### config.mk
export PLATFORM = sky130hd
export DESIGN_NAME = strobe_port_chan
export DESIGN_NICKNAME = d
export VERILOG_FILES = /design/src/rtl/strobe_port_pkg.sv /design/src/rtl/strobe_edge_det.sv /design/src/rtl/strobe_status_fmt.sv /design/src/rtl/strobe_port_chan.sv
export SDC_FILE = /design/constraint.sdc
export NUM_CORES = 1
export LEC_CHECK = 0
export BUFFER_PORTS_ARGS = -buffer_cell sky130_fd_sc_hd__buf_2
export CORE_UTILIZATION = 40
export CTS_CLUSTER_SIZE = 28
export DETAILED_ROUTE_END_ITERATION = 8
export GPL_TIMING_DRIVEN = 0
export PLACE_DENSITY = 0.74
export SYNTH_ARGS = -nofsm -noshare
export SYNTH_HDL_FRONTEND = slang
export SYNTH_SLANG_ARGS = --single-unit
### constraint.sdc
create_clock -name clk -period 1.65 [get_ports clk]
set_input_delay 0.165 -clock clk [delete_from_list [all_inputs] [get_ports clk]]
set_output_delay 0.165 -clock clk [all_outputs]
set_load 0.1 [all_outputs]
### src/rtl/strobe_port_pkg.sv
package strobe_port_pkg;

    typedef struct packed {
        logic dir_in;
        logic ibf;
        logic obf_n;
        logic req;
        logic inte;
    } chan_flags_t;

    localparam logic [2:0] SEL_UPPER_IN  = 3'd4;
    localparam logic [2:0] SEL_UPPER_OUT = 3'd6;
    localparam logic [2:0] SEL_LOWER     = 3'd2;

    function automatic logic [2:0] inte_line(input bit upper, input logic dir_in);
        if (!upper) return SEL_LOWER;
        return dir_in ? SEL_UPPER_IN : SEL_UPPER_OUT;
    endfunction

endpackage

### src/rtl/strobe_edge_det.sv
module strobe_edge_det #(
    parameter int          N       = 4,
    parameter logic [N-1:0] RST_VAL = '0
) (
    input  logic         clk,
    input  logic         rst_n,
    input  logic [N-1:0] sig,
    output logic [N-1:0] rise,
    output logic [N-1:0] fall
);
    logic [N-1:0] prev_d, prev_q;

    always_comb begin
        prev_d = sig;
        rise   = sig & ~prev_q;
        fall   = ~sig & prev_q;
    end

    always_ff @(posedge clk or negedge rst_n) begin
        if (!rst_n) prev_q <= RST_VAL;
        else        prev_q <= prev_d;
    end
endmodule

### src/rtl/strobe_status_fmt.sv
module strobe_status_fmt #(
    parameter bit UPPER = 1'b1
) (
    input  logic       dir_in,
    input  logic       ibf,
    input  logic       obf_n,
    input  logic       intr,
    input  logic       inte,
    output logic [7:0] word,
    output logic [7:0] mask
);
    generate
        if (UPPER) begin : g_upper
            always_comb begin
                word = '0;
                word[3] = intr;
                if (dir_in) begin
                    word[5] = ibf;
                    word[4] = inte;
                    mask    = 8'h38;
                end else begin
                    word[7] = obf_n;
                    word[6] = inte;
                    mask    = 8'hC8;
                end
            end
        end else begin : g_lower
            always_comb begin
                word    = '0;
                word[2] = inte;
                word[1] = dir_in ? ibf : obf_n;
                word[0] = intr;
                mask    = 8'h07;
            end
        end
    endgenerate
endmodule

### src/rtl/strobe_port_chan.sv
module strobe_port_chan
    import strobe_port_pkg::*;
#(
    parameter int DW    = 8,
    parameter bit UPPER = 1'b1
) (
    input  logic          clk,
    input  logic          rst_n,
    input  logic          cfg_dir_in,
    input  logic          cpu_rd,
    input  logic          cpu_wr,
    input  logic [DW-1:0] cpu_wdata,
    output logic [DW-1:0] cpu_rdata,
    input  logic          bsr_valid,
    input  logic [2:0]    bsr_sel,
    input  logic          bsr_val,
    input  logic          stb_n,
    input  logic          ack_n,
    input  logic [DW-1:0] pin_in,
    output logic [DW-1:0] pin_out,
    output logic          ibf,
    output logic          obf_n,
    output logic          intr,
    output logic [7:0]    stat_word,
    output logic [7:0]    stat_mask
);
    localparam int NSIG = 4;
    localparam int I_STB = 0, I_ACK = 1, I_RD = 2, I_WR = 3;

    logic [NSIG-1:0] rise, fall;
    chan_flags_t     flags_d, flags_q;
    logic [DW-1:0]   in_d, in_q, out_d, out_q;
    logic            stb_fall, stb_rise, ack_fall, ack_rise;
    logic            rd_rise, rd_fall, wr_rise, wr_fall;

    strobe_edge_det #(.N(NSIG), .RST_VAL(4'b0011)) i_edges (
        .clk  (clk),
        .rst_n(rst_n),
        .sig  ({cpu_wr, cpu_rd, ack_n, stb_n}),
        .rise (rise),
        .fall (fall)
    );

    assign stb_fall = fall[I_STB];
    assign stb_rise = rise[I_STB];
    assign ack_fall = fall[I_ACK];
    assign ack_rise = rise[I_ACK];
    assign rd_fall  = fall[I_RD];
    assign rd_rise  = rise[I_RD];
    assign wr_fall  = fall[I_WR];
    assign wr_rise  = rise[I_WR];

    always_comb begin
        flags_d        = flags_q;
        in_d           = in_q;
        out_d          = out_q;
        flags_d.dir_in = cfg_dir_in;
        if (flags_q.dir_in) begin
            // clearing events first so that setting events win
            if (rd_rise)  flags_d.req = 1'b0;
            if (rd_fall)  flags_d.ibf = 1'b0;
            if (stb_fall) begin
                in_d        = pin_in;
                flags_d.ibf = 1'b1;
            end
            if (stb_rise && flags_q.inte) flags_d.req = 1'b1;
        end else begin
            if (cpu_wr)   out_d = cpu_wdata;
            if (wr_rise)  flags_d.req = 1'b0;
            if (ack_fall) flags_d.obf_n = 1'b1;
            if (wr_fall)  flags_d.obf_n = 1'b0;
            if (ack_rise && flags_q.inte) flags_d.req = 1'b1;
        end
        if (bsr_valid && bsr_sel == inte_line(UPPER, flags_q.dir_in))
            flags_d.inte = bsr_val;
        if (cfg_dir_in != flags_q.dir_in) begin
            flags_d.ibf   = 1'b0;
            flags_d.obf_n = 1'b1;
            flags_d.req   = 1'b0;
        end
    end

    always_ff @(posedge clk or negedge rst_n) begin
        if (!rst_n) begin
            flags_q <= '{dir_in: 1'b1, ibf: 1'b0, obf_n: 1'b1, req: 1'b0, inte: 1'b0};
            in_q    <= '0;
            out_q   <= '0;
        end else begin
            flags_q <= flags_d;
            in_q    <= in_d;
            out_q   <= out_d;
        end
    end

    assign cpu_rdata = in_q;
    assign pin_out   = out_q;
    assign ibf       = flags_q.ibf;
    assign obf_n     = flags_q.obf_n;
    assign intr      = flags_q.req & flags_q.inte;

    strobe_status_fmt #(.UPPER(UPPER)) i_stat (
        .dir_in(flags_q.dir_in),
        .ibf   (flags_q.ibf),
        .obf_n (flags_q.obf_n),
        .intr  (intr),
        .inte  (flags_q.inte),
        .word  (stat_word),
        .mask  (stat_mask)
    );

    p_ibf_from_strobe_r1: assert property (@(posedge clk) disable iff (!rst_n)
        $rose(flags_q.ibf) |-> $past(stb_fall));
    p_obf_from_write_r4: assert property (@(posedge clk) disable iff (!rst_n)
        $fell(flags_q.obf_n) |-> $past(wr_fall) && !$past(flags_q.dir_in));
    p_ack_release_r5: assert property (@(posedge clk) disable iff (!rst_n)
        (!flags_q.dir_in && ack_fall && !wr_fall) |=> flags_q.obf_n);
    p_inte_by_cmd_r6: assert property (@(posedge clk) disable iff (!rst_n)
        !$stable(flags_q.inte) |-> $past(bsr_valid));
    p_obf_idle_input_r9: assert property (@(posedge clk) disable iff (!rst_n)
        flags_q.dir_in |-> flags_q.obf_n);
    p_ibf_idle_output_r9: assert property (@(posedge clk) disable iff (!rst_n)
        !flags_q.dir_in |-> !flags_q.ibf);
endmodule

==> results of run 1 <==
-- where the power goes --
part / switching (W) / internal, W / leakage, nW
clock: 0.000174 / 0.0000943 / 0.0150
sequential: 0.0000524 / 0.000704 / 0.291
combinational: 0.000890 / 0.000265 / 0.583
total: 0.00112 / 0.00106 / 0.888
-- layer usage --
metal  share of wire [%]  up-vias
met1                  41      429
met5                   0        -
met4                   0        0
li1                    -      431
met3                 6.4        0
met2                  53       39
-- flip-flops by register name, indices dropped and copies added (netlist names) --
signal          flops
cpu_rdata           8
pin_out             8
i_edges.prev_q      4
flags_q             3
ibf                 1
obf_n               1
-- critical path: stages, from the launching register on --
cell and delay (ns):
dfstp_2 0.60, buf_8 0.16, and2b_2 0.24, buf_12 0.17
-- kinds of logic (layout without fill, tap and decap cells) --
logic type,after synthesis,in the layout
fa+ha+maj,2,2
compound gates,9,9
mux,18,18
xor+xnor,1,1
flops,25,25
simple gates,16,16
buf+inv,20,85
other cells,2,7
-- cell usage after synthesis --
cell	n	area share (%)
buf_2	1	0.42
nand2_1	2	0.63
ha_1	2	2.1
o31a_1	1	0.73
buf_6	2	1.9
buf_4	11	6.9
nor3b_1	2	1.3
or3_1	1	0.52
nand3_1	1	0.42
xnor2_1	1	0.73
and2_2	2	1.3
a32o_1	1	0.83
and2_1	1	0.52
conb_1	2	0.63
a31oi_1	1	0.52
a2bb2oi_1	1	0.73
o21ai_0	2	0.83
mux2_4	8	10
and2b_2	2	1.5
nor3_1	1	0.42
dfstp_2	4	8.8
nand2b_1	1	0.52
mux2_2	10	9.4
dfrtp_1	21	44
a21boi_0	1	0.63
nor2_1	2	0.63
a21oi_1	2	0.83
nand3b_1	1	0.63
inv_1	5	1.6
inv_4	1	0.52
-- timing repair --
| item | CTS | global route |
|---|---|---|
| endpoints found under the hold margin | 26 | 0 |
| endpoints found under the setup margin | 12 | 23 |
| cloned | 0 | 0 |
| pin swaps | 0 | 0 |
| gates resized for setup | 9 | 9 |
| setup buffers | 2 | 0 |
| hold buffers | 6 | 0 |
-- cell type report --
cell class / instances / area, um2
Tap cell: 31 / 38.8
Multi-Input combinational cell: 53 / 467
Buffer: 12 / 97.6
Clock buffer: 4 / 26.3
Fill cell: 244 / 1100
Sequential cell: 25 / 632
Timing Repair Buffer: 63 / 407
Inverter: 6 / 35.0
-- placed cells by master (no fill, tap or decap), types with 2 or more instances in the layout --
master         netlist  routed
nor3b_1              2       2
mux2_4               8       8
and2_2               2       3
ha_1                 2       2
dfrtp_1             21      20
dfstp_2              4       4
nand2_1              2       2
buf_4               11      13
buf_2                1      49
inv_1                5       5
conb_1               2       7
clkbuf_4             0       5
o21ai_0              2       2
and2b_2              2       2
buf_12               0       3
dlygate4sd3_1        0       6
a21oi_1              2       2
mux2_2              10      10
-- per-stage QoR --
step / area, um2 / std cells
final: 1700 / 194
after detailed placement: 1560 / 184
after global routing: 1700 / 194
after global placement: 1560 / 184
after CTS: 1680 / 195
after floorplan: 1240 / 98
-- worst max-delay path by stage --
| stage | start | depth (start not counted) | slack [ns] | to |
|---|---|---|---|---|
| 2_1_floorplan | obf_n | 2 | -0.02 | stat_word[7] |
| 3_3_place_gp | flags_q[4] | 5 | 0.002 | cpu_rdata[3] |
| 3_5_place_dp | flags_q[4] | 5 | -0.01 | cpu_rdata[3] |
| 4_1_cts | flags_q[4] | 3 | -0.009 | stat_word[6] |
| 5_1_grt | flags_q[4] | 3 | -0.06 | stat_word[6] |
| 6_report | flags_q[4] | 3 | 0.006 | stat_word[6] |
==> out/metrics.cfg, run 1 <==
[outcome]
status=finished, violations left
violations=DRC

[synth]
synth_cell_types=30
syn_area_per_cell_um2=12.9
synth_xor_area_share_pct=0.730
synthCells=93
muxShareOfSynthArea_pct=19.4
seq_area_frac_synth_pct=52.6
synthSimpleGateAreaFrac_pct=8.24
synthAdderAreaFrac_pct=2.09
synth-compound-area-share_pct=5.11
synth_top_family_by_area=multiplexers
netlist_area_um2=1200
synth_warnings=0
ys_ff_latch=25

[critical_path]
cp-end-kind=primary output
cp.required_ns=1.48
regToRegEndpoint=cpu_rdata[2]
crit_type=flip-flop to primary output
r2r_slack_ns=0.02
crit_fanout=8
r2r_start=flags_q[4]
reg2reg_depth=4
crit_arrival_ns=1.48
startpoint_type=flip-flop

[hold_path]
hold_start=pin_in[5]
hold_path_class=input port to flip-flop
holdPathEnd=cpu_rdata[5]
min_path_cells=2

[place]
hpwl_um=1740
routabilityCongestion=0.790
io_buffers=55
dp_slack_ns=-0.0122

[global_route]
track_usage_pct=15.8
grt_pass1_vias=911
grt_use_met2_pct=29.4
grt_use_met3_pct=3.00
antenna_found_initial=0
use_met1_pct=17.9
top_usage_layer=met2
overflow=0
grt_pass1_wl_um=3930
grt_max_degree=26

[power_and_ir_drop]
p_total_w=0.00218
power-per-cell-area_nw_per_um2=1280
irDropWorstVdd_mv=0.514
power_leakage_nw=0.888

[layout]
drive_gt1_share_pct=63.2
diodes=0
nets=194
final_util_pct=60.7
synthToLayoutAreaGrowth_pct=41.9

[timing]
setup_viol=0
relSlewSlack_pct=62.5
setup_ws_ns=0.00576
slew_viol_final=0
rsz0062_at_grt=yes
hold_viol=0
hold_ws_ns=0.0709
finalCritPeriodShare_pct=99.7
final.min_clock_period_ns=1.64
setup_tns_ns=0
worst_slew_pin_slew_ns=0.563
skew_ns=0.0126
fmax_mhz=608

[floorplanning]
num_io_pins=63
dieWidth_um=56.8
dieArea_um2=3220
die_h_um=56.8
start_util_pct=42.8
rows=19
design.core.area_um2=2810

[clock_tree]
cts.sinks=25
cts-root-buf=clkbuf_4
clock_latency_ns=0.31
cts_tree=built
path_clk_slew_ns=0.14
cts_buffer_depth=2
cts_made_buffers=3
htreeDepth=1

[routing]
routed_wl_um=2400
drc=10
vias=899
wl_per_cell_um=12.4
drt-vias-per-instance=4.63
ant_nets=0
drt_iter0_markers=20
drtPass1Iterations=6

[job]
maxCapViolations=0

Power figures use the tool's default switching activity.
==> inputs of run 2 (changes only) <==
==> constraint.sdc (replaced) <==
create_clock -name clk -period 1.65 [get_ports clk]
set_input_delay 0.33 -clock clk [delete_from_list [all_inputs] [get_ports clk]]
set_output_delay 0.33 -clock clk [all_outputs]
set_load 0.1 [all_outputs]
==> out/metrics.cfg, run 2 (synthesis gave the netlist of run 1 again) <==
[outcome]
status=finished, violations left
violations=DRC, setup timing

[timing]
relSlewSlack_pct=62.5  ; +0.069 points
slew_viol_final=0  ; unchanged
hold_viol=0  ; unchanged
rsz0062_at_grt=yes
skew_ns=0.00833  ; -0.00429 ns
final.min_clock_period_ns=1.78  ; +0.135 ns
worst_slew_pin_slew_ns=0.562  ; -0.00103 ns
setup_viol=4  ; +4
fmax_mhz=562  ; -7.6%
finalCritPeriodShare_pct=108  ; +8.2 points
setup_ws_ns=-0.129  ; -0.135 ns

[critical_path]
r2r_start=flags_q[4]
reg2reg_depth=4  ; unchanged
crit_arrival_ns=1.45  ; -0.03 ns
regToRegEndpoint=cpu_rdata[3]
cp.required_ns=1.32  ; -0.16 ns
r2r_slack_ns=0.05  ; +0.03 ns
crit_fanout=7  ; -1
startpoint_type=flip-flop
worst_path_max_delay_cell=dfstp_2
cp_cell_sequence=buf_8, and2b_2, buf_12
slowest_delay_ns=0.57  ; -0.03 ns
cp-end-kind=primary output
crit_type=flip-flop to primary output

[global_route]
overflow=0  ; unchanged
antenna_found_initial=0  ; unchanged
grt_pass1_wl_um=4000  ; +1.9%
track_usage_pct=16.1  ; +0.34 points
grt_pass1_vias=911  ; unchanged
grt_max_degree=26  ; unchanged

[place]
hpwl_um=1740  ; unchanged
routabilityCongestion=0.790  ; unchanged
dp.cells=184  ; unchanged
placed_cell_area_um2=1560  ; unchanged
io_buffers=55  ; unchanged

[clock_tree]
cts_buffer_depth=2  ; unchanged
cts.sinks=25  ; unchanged
cts_made_buffers=3  ; unchanged
path_clk_slew_ns=0.13  ; about the same
cts-root-buf=clkbuf_4
cts_tree=built
clock_latency_ns=0.31  ; about the same
htreeDepth=1  ; unchanged

[layout]
fin_cells=190  ; -2.1%
nets=190  ; -2.1%
layout_commonest_cell=buf_2
design_area_um2=1750  ; +2.8%
diodes=0  ; unchanged
synthToLayoutAreaGrowth_pct=45.9
final_cell_mix=buf_2 (44), dfrtp_1 (20), buf_4 (13), mux2_2 (10), mux2_4 (8)
drive_gt1_share_pct=66.7  ; +3.5 points

[floorplanning]
design.core.area_um2=2810  ; unchanged
start_util_pct=42.8  ; unchanged
dieArea_um2=3220  ; unchanged
dieWidth_um=56.8  ; unchanged
num_io_pins=63  ; unchanged
rows=19  ; unchanged
die_h_um=56.8  ; unchanged

[routing]
drt-vias-per-instance=4.71  ; +1.7%
drt_iter0_markers=15  ; -25%
wl_per_cell_um=12.6  ; +2.3%
ant_nets=0  ; unchanged
drc=10  ; unchanged
routed_wl_um=2400  ; +0.21%
drtPass1Iterations=6  ; unchanged
vias=895  ; -0.44%

[power_and_ir_drop]
power-per-cell-area_nw_per_um2=1260  ; -1.5%
p_total_w=0.00221  ; +1.2%
power_leakage_nw=0.898  ; +1.1%
irDropWorstVdd_mv=0.462  ; -10%

[hold_path]
hold_path_class=input port to flip-flop
min_path_cells=1  ; -1
hold_start=ack_n
holdPathEnd=i_edges.prev_q[1]

[job]
maxCapViolations=0  ; unchanged

## run 2: changes by cell type in the layout (fill, tap and decap cells not counted), moves of 3 or more
| cell | previous run | this run |
|---|---|---|
| buf_12 | 3 | 7 |
| buf_2 | 49 | 44 |
| buf_6 | 1 | 4 |
| dlygate4sd3_1 | 6 | 1 |
## run 2: worst max-delay path by stage
stage                     from            to  depth (start not counted)
global route        flags_q[4]  stat_word[6]                          3
detailed placement  flags_q[4]  cpu_rdata[3]                          5
floorplan                obf_n  stat_word[7]                          2
global placement    flags_q[4]  cpu_rdata[3]                          5
CTS                 flags_q[4]  stat_word[6]                          3
finish              flags_q[4]  stat_word[6]                          3
## run 2: final cells by class
type / count / area (um2)
buffer: 12 / 101
fill: 237 / 1050
clock buffer: 4 / 26.3
timing repair buffer: 59 / 434
inverter: 6 / 35.0
multi-input combinational: 53 / 483
sequential: 25 / 632
tap: 31 / 38.8
## run 2: worst max-delay path: cells and delay by family, from the launching register on
family	cells	cell delay (ns)
buffers and inverters	2	0.32
AND/OR/NAND/NOR	1	0.25
flip-flops	1	0.57
## run 2: report_power, final
group	internal (W)	switching (W)	leakage (nW)	total, W
Clock	0.0000945	0.000175	0.0150	0.000269
Sequential	0.000704	0.0000527	0.291	0.000757
Combinational	0.000284	0.000897	0.592	0.00118
## run 2: timing repair
item / in CTS / in global routing
setup endpoints to repair: 18 / 23
hold buffers: 1 / 0
buffers inserted: 3 / 0
hold endpoints to repair: 10 / 0
gates resized for setup: 29 / 12
## run 2: per-stage QoR
step                worst slack, ns  hold slack [ns]  setup TNS, ns  util [%]
floorplan                    -0.187           0.0344         -0.198         -
global placement            0.00158            0.341              0      55.5
detailed placement          -0.0122            0.357        -0.0277      55.5
CTS                          -0.137            0.108         -0.319      61.0
global route                 -0.188           0.0964         -0.610      62.4
finish                       -0.129            0.123         -0.270      62.4
## run 2: metal layers
metal / wire (um) / GRT usage, % / up-vias / part of all wire, %
li1: - / - / 423 / -
met5: 0 / 0 / - / 0
met3: 156 / 3.23 / 6 / 6.5
met1: 972 / 18.4 / 423 / 40
met2: 1240 / 29.9 / 43 / 51
met4: 36 / 5.23 / 0 / 1.5
